**config.mk**
```make
export PLATFORM = sky130hd
export DESIGN_NAME = ts_systime
export DESIGN_NICKNAME = d
export VERILOG_FILES = /design/src/rtl/ts_systime_pkg.sv /design/src/rtl/ts_time_core.sv /design/src/rtl/ts_tick_gen.sv /design/src/rtl/ts_sticky_flag.sv /design/src/rtl/ts_systime.sv
export SDC_FILE = /design/constraint.sdc
export NUM_CORES = 1
export LEC_CHECK = 0
export BUFFER_PORTS_ARGS = -buffer_cell sky130_fd_sc_hd__buf_2
export CAP_MARGIN = 25
export CORE_UTILIZATION = 62
export CTS_BUF_LIST = sky130_fd_sc_hd__clkbuf_8
export CTS_CLUSTER_SIZE = 40
export DETAILED_ROUTE_END_ITERATION = 16
export MAX_ROUTING_LAYER = met4
export PLACE_DENSITY = 0.83
export SLEW_MARGIN = 40
export SYNTH_ARGS = -nofsm -noshare
export SYNTH_HDL_FRONTEND = slang
export SYNTH_SLANG_ARGS = --single-unit
```
**constraint.sdc**
```tcl
create_clock -name clk -period 4.1 [get_ports clk]
set_input_delay 0.205 -clock clk [delete_from_list [all_inputs] [get_ports clk]]
set_output_delay 0.205 -clock clk [all_outputs]
set_load 0.02 [all_outputs]
```
**src/rtl/ts_systime_pkg.sv**
```systemverilog
package ts_systime_pkg;

   typedef enum logic [2:0] {
      A_CTRL     = 3'd0,
      A_BASE_LO  = 3'd1,
      A_BASE_HI  = 3'd2,
      A_EXT      = 3'd3,
      A_TICK_LIM = 3'd4,
      A_CMP_LO   = 3'd5,
      A_CMP_HI   = 3'd6,
      A_STATUS   = 3'd7
   } reg_addr_e;

   typedef struct packed {
      logic cmp_en;
      logic tick_en;
      logic mode;
      logic run;
   } ctrl_t;

   localparam int CTRL_W = 4;

endpackage

```
**src/rtl/ts_time_core.sv**
```systemverilog
module ts_time_core #(
   parameter int BASE_W  = 33,
   parameter int DATA_W  = 32,
   parameter int EXT_MOD = 300,
   localparam int EXT_W  = $clog2(EXT_MOD),
   localparam int HI_W   = BASE_W - DATA_W
) (
   input  logic              clk,
   input  logic              rst_n,
   input  logic              adv,
   input  logic              mode,
   input  logic              ld_lo,
   input  logic              ld_hi,
   input  logic              ld_ext,
   input  logic [DATA_W-1:0] ld_data,
   output logic [BASE_W-1:0] base_q,
   output logic [EXT_W-1:0]  ext_q,
   output logic              step_q
);

   logic              ext_wrap;
   logic              base_inc;
   logic              base_ld;
   logic [BASE_W-1:0] base_d;

   assign ext_wrap = ext_q >= EXT_W'(EXT_MOD - 1);
   assign base_inc = adv && (mode || ext_wrap);
   assign base_ld  = ld_lo || ld_hi;

   always_comb begin
      base_d = base_q;
      if (ld_lo)
         base_d[DATA_W-1:0] = ld_data;
      if (ld_hi)
         base_d[BASE_W-1:DATA_W] = ld_data[HI_W-1:0];
      if (!base_ld && base_inc)
         base_d = base_q + BASE_W'(1);
   end

   always_ff @(posedge clk or negedge rst_n) begin
      if (!rst_n) begin
         ext_q  <= '0;
         base_q <= '0;
         step_q <= 1'b0;
      end else begin
         if (ld_ext)
            ext_q <= (ld_data < DATA_W'(EXT_MOD)) ? ld_data[EXT_W-1:0] : '0;
         else if (adv)
            ext_q <= ext_wrap ? '0 : ext_q + EXT_W'(1);
         base_q <= base_d;
         step_q <= base_inc && !base_ld;
      end
   end

endmodule

```
**src/rtl/ts_tick_gen.sv**
```systemverilog
module ts_tick_gen #(
   parameter int TICK_W = 24
) (
   input  logic              clk,
   input  logic              rst_n,
   input  logic              adv,
   input  logic [TICK_W-1:0] limit,
   output logic              hit
);

   logic [TICK_W-1:0] cnt_q;
   logic [TICK_W:0]   cnt_nxt;
   logic              lim_zero;

   assign cnt_nxt  = {1'b0, cnt_q} + (TICK_W+1)'(1);
   assign lim_zero = (limit == '0);
   assign hit      = adv && !lim_zero && (cnt_nxt >= {1'b0, limit});

   always_ff @(posedge clk or negedge rst_n) begin
      if (!rst_n)
         cnt_q <= '0;
      else if (adv) begin
         if (lim_zero || hit)
            cnt_q <= '0;
         else
            cnt_q <= cnt_nxt[TICK_W-1:0];
      end
   end

endmodule

```
**src/rtl/ts_sticky_flag.sv**
```systemverilog
module ts_sticky_flag (
   input  logic clk,
   input  logic rst_n,
   input  logic set,
   input  logic clr,
   output logic q
);

   always_ff @(posedge clk or negedge rst_n) begin
      if (!rst_n)
         q <= 1'b0;
      else
         q <= (q && !clr) || set;
   end

endmodule

```
**src/rtl/ts_systime.sv**
```systemverilog
module ts_systime
   import ts_systime_pkg::*;
#(
   parameter int DATA_W  = 32,
   parameter int BASE_W  = 33,
   parameter int EXT_MOD = 300,
   parameter int TICK_W  = 24
) (
   input  logic              clk,
   input  logic              rst_n,
   input  logic              stclk_pulse,
   input  logic              wr_en,
   input  logic [2:0]        wr_addr,
   input  logic [DATA_W-1:0] wr_data,
   input  logic [2:0]        rd_addr,
   output logic [DATA_W-1:0] rd_data,
   output logic              tick_flag,
   output logic              cmp_flag
);

   localparam int EXT_W = $clog2(EXT_MOD);
   localparam int HI_W  = BASE_W - DATA_W;

   generate
      if (BASE_W <= DATA_W || HI_W > DATA_W) begin : g_bad_base
         $error("ts_systime: BASE_W must lie in (DATA_W, 2*DATA_W]");
      end
      if (TICK_W > DATA_W || TICK_W < 1) begin : g_bad_tick
         $error("ts_systime: TICK_W must lie in [1, DATA_W]");
      end
      if (EXT_MOD < 2 || EXT_W > DATA_W) begin : g_bad_ext
         $error("ts_systime: EXT_MOD out of range");
      end
   endgenerate

   ctrl_t             ctrl_q;
   logic [TICK_W-1:0] lim_q;
   logic [BASE_W-1:0] cmp_q;
   logic [BASE_W-1:0] base_q;
   logic [EXT_W-1:0]  ext_q;
   logic              step_q;
   logic              tick_hit;
   logic              adv;
   reg_addr_e         wa;

   assign wa  = reg_addr_e'(wr_addr);
   assign adv = stclk_pulse && ctrl_q.run;

   always_ff @(posedge clk or negedge rst_n) begin
      if (!rst_n) begin
         ctrl_q <= '0;
         lim_q  <= '0;
         cmp_q  <= '0;
      end else if (wr_en) begin
         case (wa)
            A_CTRL:     ctrl_q <= ctrl_t'(wr_data[CTRL_W-1:0]);
            A_TICK_LIM: lim_q  <= wr_data[TICK_W-1:0];
            A_CMP_LO:   cmp_q[DATA_W-1:0] <= wr_data;
            A_CMP_HI:   cmp_q[BASE_W-1:DATA_W] <= wr_data[HI_W-1:0];
            default: ;
         endcase
      end
   end

   ts_time_core #(
      .BASE_W (BASE_W),
      .DATA_W (DATA_W),
      .EXT_MOD(EXT_MOD)
   ) u_core (
      .clk    (clk),
      .rst_n  (rst_n),
      .adv    (adv),
      .mode   (ctrl_q.mode),
      .ld_lo  (wr_en && wa == A_BASE_LO),
      .ld_hi  (wr_en && wa == A_BASE_HI),
      .ld_ext (wr_en && wa == A_EXT),
      .ld_data(wr_data),
      .base_q (base_q),
      .ext_q  (ext_q),
      .step_q (step_q)
   );

   ts_tick_gen #(.TICK_W(TICK_W)) u_tick (
      .clk  (clk),
      .rst_n(rst_n),
      .adv  (adv),
      .limit(lim_q),
      .hit  (tick_hit)
   );

   ts_sticky_flag u_tick_flag (
      .clk  (clk),
      .rst_n(rst_n),
      .set  (tick_hit && ctrl_q.tick_en),
      .clr  (wr_en && wa == A_STATUS && wr_data[0]),
      .q    (tick_flag)
   );

   ts_sticky_flag u_cmp_flag (
      .clk  (clk),
      .rst_n(rst_n),
      .set  (step_q && (base_q == cmp_q) && ctrl_q.cmp_en),
      .clr  (wr_en && wa == A_STATUS && wr_data[1]),
      .q    (cmp_flag)
   );

   always_comb begin
      case (reg_addr_e'(rd_addr))
         A_CTRL:     rd_data = {{(DATA_W-CTRL_W){1'b0}}, ctrl_q};
         A_BASE_LO:  rd_data = base_q[DATA_W-1:0];
         A_BASE_HI:  rd_data = {{(2*DATA_W-BASE_W){1'b0}}, base_q[BASE_W-1:DATA_W]};
         A_EXT:      rd_data = {{(DATA_W-EXT_W){1'b0}}, ext_q};
         A_TICK_LIM: rd_data = {{(DATA_W-TICK_W){1'b0}}, lim_q};
         A_CMP_LO:   rd_data = cmp_q[DATA_W-1:0];
         A_CMP_HI:   rd_data = {{(2*DATA_W-BASE_W){1'b0}}, cmp_q[BASE_W-1:DATA_W]};
         A_STATUS:   rd_data = {{(DATA_W-2){1'b0}}, cmp_flag, tick_flag};
         default:    rd_data = '0;
      endcase
   end

endmodule

```
==> impl_metrics.json, run 1 <==
{
  "drive_gt1_share_pct": 18.9,
  "combPwrFrac_pct": 32.6,
  "grt_util_all_layers_pct": 36.2,
  "switching_share_pct": 39.0,
  "clk_latency_ps": 470,
  "drt_iter0_markers": 761,
  "cp_cell_sequence": "ha_1 -> nand4_1 -> or2_2 -> or3_1 -> nor2_1 -> xor2_1 -> ha_1 -> nand4_1 -> nor2_1 -> a22oi_1 -> a21oi_1 -> or3b_4 -> or4_1 -> o221ai_1",
  "yosysSeqAreaShare_pct": 38.8,
  "run_status": "finished clean",
  "slew_violations": 0,
  "holdCritPathClass": "in2reg",
  "grt_start_max_net_pins": 131,
  "cts_buffer_depth": 2,
  "core_area_mm2": 0.0132,
  "finalPower_mw": 4.49,
  "cellPowerDensity_mw_per_mm2": 482,
  "end_kind": "register",
  "nFillCells": 1029,
  "via_per_inst": 6.43,
  "cp_data_arrival_time_ps": 4300,
  "clk_pin_slew_ps": 80,
  "die_w_um": 118,
  "yosys_warnings": 0,
  "syn_area_mm2": 0.00837,
  "p_leak_nw": 4.05,
  "antenna_found_initial": 1,
  "dieHeight_um": 118,
  "detail-route-antenna-nets": 0,
  "worst_pin_slew_ps": 809,
  "fmax_mhz": 256,
  "ys_seq_elements": 130,
  "port-buffer-count": 75,
  "critPathLaunch": "u_tick.cnt_q[0]",
  "r2r.worst_path.cells": 14,
  "synth_edf_count": 0,
  "endpoint": "u_tick.cnt_q[16]",
  "area_growth_syn_to_layout_pct": 11.2,
  "r2r-end": "u_tick.cnt_q[16]",
  "synth_top_area_cell": "dfrtp_1",
  "gp_congestion": 0.912,
  "cp_slowest_cell": "or3b_4",
  "clock-sinks": 130,
  "switching_power_mw": 1.75,
  "period_minus_slack_ps": 3910,
  "synthArstFlopShare_pct": 100,
  "synthCells": 940,
  "synth.top_cell.area_share_pct": 38.8,
  "num_vias": 7654,
  "drc": 0,
  "crit_family": "simple AND/OR/NAND/NOR gates",
  "postLayoutCoreUtil_pct": 70.6,
  "yosys-top-cells-area": "dfrtp_1, mux2_2, nand2_1, o21ai_0, ha_1",
  "grt_pass1_vias": 7163,
  "p_int_mw": 2.74,
  "io_pins": 76,
  "cts_buffers": 17,
  "hold_violations": 0,
  "ir_drop_v": 0.000291,
  "finalSetupTns_ps": 0,
  "synth-main-ff-cell": "dfrtp_1",
  "fin_skew_ps": 11.4,
  "r2r-start": "u_tick.cnt_q[0]",
  "grt-ovfl-total": 0,
  "crit_path_start_kind": "register",
  "power_frac_clock_pct": 23.2,
  "num_rows": 42,
  "finalCritPeriodShare_pct": 95.2,
  "worst-r2r-setup-slack_ps": 190,
  "pwr-share-seq_pct": 44.2,
  "path_max_fanout": 11,
  "first_pass_iters": 5,
  "htreeDepth": 4,
  "dp_hpwl_mm": 17.1,
  "drv_cap": 0,
  "critical_path_depth": 14,
  "cts_root_buffer": "clkbuf_8",
  "layout.nets": 1070,
  "synth_area_per_cell_um2": 8.91,
  "slew_headroom_pct": 46.0,
  "setup_violations": 0,
  "grt_first_pass_wirelength_mm": 37.7,
  "wl_per_cell_um": 19.8,
  "start_util_pct": 63.5,
  "crit_type": "reg2reg",
  "path_buf_inv": 0,
  "die-area_mm2": 0.0140,
  "max_stage_delay_ps": 460,
  "hp-start": "wr_data[17]",
  "cp.required_ps": 4490,
  "timing.hold.ws_ps": 26.0,
  "cts_tree": "yes",
  "rsz0062_at_grt": "false",
  "ys_types": 68,
  "wl_mm": 23.6,
  "synthesis.nets": 1009
}
==> registers in the layout, summed over array words and instances (netlist names), 4 cells and up <==
| register | cells |
|---|---|
| u_tick.cnt_q | 24 |
| cmp_q | 33 |
| u_core.ext_q | 9 |
| ctrl_q | 4 |
| lim_q | 24 |
| u_core.base_q | 33 |
==> power by group through the flow <==
stage | registers [mW] | logic, mW | clock network, mW
detailed placement | 1.99 | 1.43 | 0
floorplan | 1.83 | 1.12 | 0
CTS | 1.97 | 1.45 | 1.05
finish | 1.99 | 1.46 | 1.04
global route | 2.03 | 1.60 | 1.12
global placement | 1.98 | 1.39 | 0
==> worst min-delay path by stage <==
| stage | cells after the start | end | slack [ps] |
|---|---|---|---|
| floorplan | 0 | cmp_q[0] | -90 |
| global placement | 2 | cmp_q[24] | 380 |
| detailed placement | 2 | cmp_q[29] | 370 |
| CTS | 3 | lim_q[20] | 3 |
| global route | 2 | cmp_q[31] | 20 |
| finish | 3 | lim_q[17] | 30 |
==> timing repair <==
action	in CTS	in global routing
hold buffers	7	0
setup buffers	0	0
setup endpoints to repair	0	10
resized for setup	0	2
hold endpoints to repair	138	0
==> metrics by stage <==
step	std cells	area, um2	setup slack [ps]
floorplan	940	8370	550
global placement	1151	8840	277
detailed placement	1151	8860	128
CTS	1190	9300	130
global route	1191	9310	18.2
finish	1191	9310	195
==> layout by cell type (no fill, tap or decap), types with 18 or more instances in the layout <==
cell type,instances
a21oi_1,33
nor2_1,77
xnor2_1,33
buf_2,74
inv_1,38
nand2_1,120
ha_1,27
mux2_2,46
clkbuf_8,21
dfrtp_1,130
nand4_1,18
nor4_1,22
o21ai_0,78
mux2i_1,22
xor2_1,23
nand3_1,33
==> layer usage <==
layer	wire [um]	global-route usage (%)	up-vias
met3	2140	9.07	70
met1	9460	46.0	3659
met2	10800	53.5	397
met4	1110	18.6	0
met5	0	-	-
li1	-	-	3528
==> cell families after synthesis <==
kind of cell / Yosys count / synth area share [%]
AND/OR/NAND/NOR: 353 / 20.5
AO/OA/AOI/OAI: 212 / 16.6
buffers and inverters: 92 / 4.80
multiplexers: 70 / 9.35
flip-flops: 130 / 38.8
XOR/XNOR: 56 / 5.86
adder cells (fa/ha/maj): 27 / 4.03
==> cell usage after synthesis, types with 18 or more instances <==
master	count
xnor2_1	33
xor2_1	23
ha_1	27
dfrtp_1	130
o21ai_0	78
a21oi_1	33
mux2_2	46
nand4_1	18
clkbuf_1	32
nor3_1	18
nor2_1	78
inv_1	37
mux2i_1	22
nor4_1	23
nand3_1	33
nand2_1	121
==> area by class of cell <==
class	instances	area [um2]	share of cell area (%)
multi-input combinational	718	4750	51.0
clock buffer	21	289	3.10
clock inverter	11	86.3	0.927
inverter	37	139	1.49
tap	176	220	2.36
timing repair buffer	97	573	6.15
sequential	130	3250	34.9
antenna	1	2.50	0.0269
==> worst min-delay path, delay by kind of cell <==
family                 cells  cell delay [ps]
buffers and inverters      1              140
AO/OA/AOI/OAI              1               60
AND/OR/NAND/NOR            1               60
No activity file was read; power rests on OpenSTA's default activity.
==> run 2, diff against run 1 <==
CORE_MARGIN = 2   (was not set)
==> impl_metrics.json, run 2 (synthesis results as in run 1) <==
{
  "run_status": "finished clean",
  "slew_headroom_pct": 43.8,
  "cts_buffer_depth": 2,
  "postLayoutCoreUtil_pct": 70.9,
  "grt-ovfl-total": 0,
  "nFillCells": 1021,
  "whs_path_depth": 2,
  "rsz0062_at_grt": "false",
  "grt_pass1_vias": 7183,
  "clk_pin_slew_ps": 80,
  "hold_path_end": "cmp_q[29]",
  "start_util_pct": 63.2,
  "ir_drop_v": 0.000329,
  "cp.required_ps": 4470,
  "setup_violations": 0,
  "cts_setup_buffers": 0,
  "hold_violations": 0,
  "pwr-share-seq_pct": 42.2,
  "dp_hpwl_mm": 16.9,
  "holdCritPathClass": "in2reg",
  "drive_gt1_share_pct": 19.2,
  "slew_violations": 0,
  "die_w_um": 120,
  "drc": 0,
  "hp-start": "wr_data[29]",
  "worst_pin_slew_ps": 841,
  "crit_path_start_kind": "register",
  "core_area_mm2": 0.0132,
  "end_kind": "register",
  "diodes": 0,
  "finalSetupTns_ps": 0,
  "drv_cap": 0,
  "r2r-start": "u_tick.cnt_q[1]",
  "cts_root_buffer": "clkbuf_8",
  "wl_mm": 24.6,
  "port-buffer-count": 75,
  "grt_start_max_net_pins": 106,
  "detail-route-antenna-nets": 0,
  "fin_skew_ps": 14.9,
  "first_pass_iters": 7,
  "final_cell_mix": "dfrtp_1, nand2_1, nor2_1, o21ai_0, buf_2",
  "r2r.worst_path.cells": 14,
  "worst-r2r-setup-slack_ps": 240,
  "r2r-end": "u_tick.cnt_q[16]",
  "dieHeight_um": 120,
  "gp_congestion": 0.960,
  "drt_iter0_markers": 1019,
  "switching_share_pct": 38.1,
  "combPwrFrac_pct": 31.7,
  "htreeDepth": 4,
  "path_max_fanout": 11,
  "die-area_mm2": 0.0145,
  "num_rows": 42,
  "finalCritPeriodShare_pct": 94.3,
  "clk_latency_ps": 460,
  "fmax_mhz": 259,
  "reg_top3": "cmp_q x33, u_core.base_q x33",
  "via_per_inst": 6.59,
  "grt_first_pass_wirelength_mm": 39.1,
  "cts_buffers": 17,
  "clock-sinks": 130,
  "io_pins": 76,
  "crit_type": "reg2reg",
  "p_leak_nw": 4.10,
  "grt_util_all_layers_pct": 36.1,
  "switching_power_mw": 1.79,
  "wl_per_cell_um": 20.6,
  "cts_tree": "yes",
  "cellPowerDensity_mw_per_mm2": 502,
  "multi_input_area_mm2": 0.00476,
  "antenna_found_initial": 0,
  "final_common_cell": "dfrtp_1",
  "seq_area_mm2": 0.00325,
  "p_int_mw": 2.91,
  "cp_data_arrival_time_ps": 4230,
  "layout.nets": 1069,
  "power_frac_clock_pct": 26.1,
  "period_minus_slack_ps": 3860,
  "area_growth_syn_to_layout_pct": 12.0,
  "num_vias": 7835
}
## run 2: through the flow
stage	cells	area (um2)	power [mW]	setup slack [ps]	hold WS, ps
after floorplan	940	8370	2.95	550	-90.6
after global placement	1152	8840	3.37	271	400
after detailed placement	1152	8860	3.42	142	307
after CTS	1188	9340	4.66	46.1	1.93
after global routing	1189	9380	4.97	30.8	9.83
final	1189	9380	4.71	235	20.0
## run 2: worst max-delay path: stages, from the launching register on
cell	delay (ps)
dfrtp_1	400
ha_2	240
nand4_1	150
or2_2	370
or3_4	420
nor2_1	150
xor2_1	210
ha_1	280
nand4_1	150
nor4_1	90
o211ai_1	110
nand4_1	150
or3b_4	490
or4_1	450
o221ai_1	100
## run 2: power groups by stage
stage	Clock [mW]	Sequential (mW)	Combinational, mW
CTS	1.24	1.97	1.46
global placement	0	1.97	1.40
detailed placement	0	1.99	1.43
global route	1.30	2.03	1.64
floorplan	0	1.83	1.12
finish	1.23	1.99	1.49
## run 2: area by class of cell
type | count | area share, %
clock buffers | 20 | 2.93
clock inverters | 12 | 1.76
inverters | 37 | 1.48
multi-input cells | 718 | 50.7
flip-flops and latches | 130 | 34.7
well taps | 176 | 2.35
repair buffers | 96 | 6.11
## run 2: repair_timing
| item | in CTS | in global routing |
|---|---|---|
| resized for setup | 0 | 4 |
| endpoints found under the setup margin | 0 | 14 |
| hold buffers | 4 | 0 |
| hold endpoints to repair | 108 | 0 |
## run 2: worst max-delay path by stage
stage	from	endpoint	depth (start not counted)
detailed placement	u_tick.cnt_q[0]	u_tick.cnt_q[16]	14
floorplan	u_tick.cnt_q[8]	u_tick.cnt_q[16]	16
global route	u_tick.cnt_q[1]	u_tick.cnt_q[16]	14
finish	u_tick.cnt_q[1]	u_tick.cnt_q[16]	14
CTS	u_tick.cnt_q[0]	u_tick.cnt_q[16]	14
global placement	u_tick.cnt_q[0]	u_tick.cnt_q[16]	14
## run 2: per-layer routing
layer  track usage (%)  part of all wire [%]
met2              51.8                    44
met5                 -                     0
met4              13.7                   3.9
met1              50.7                    43
met3              7.78                   9.8
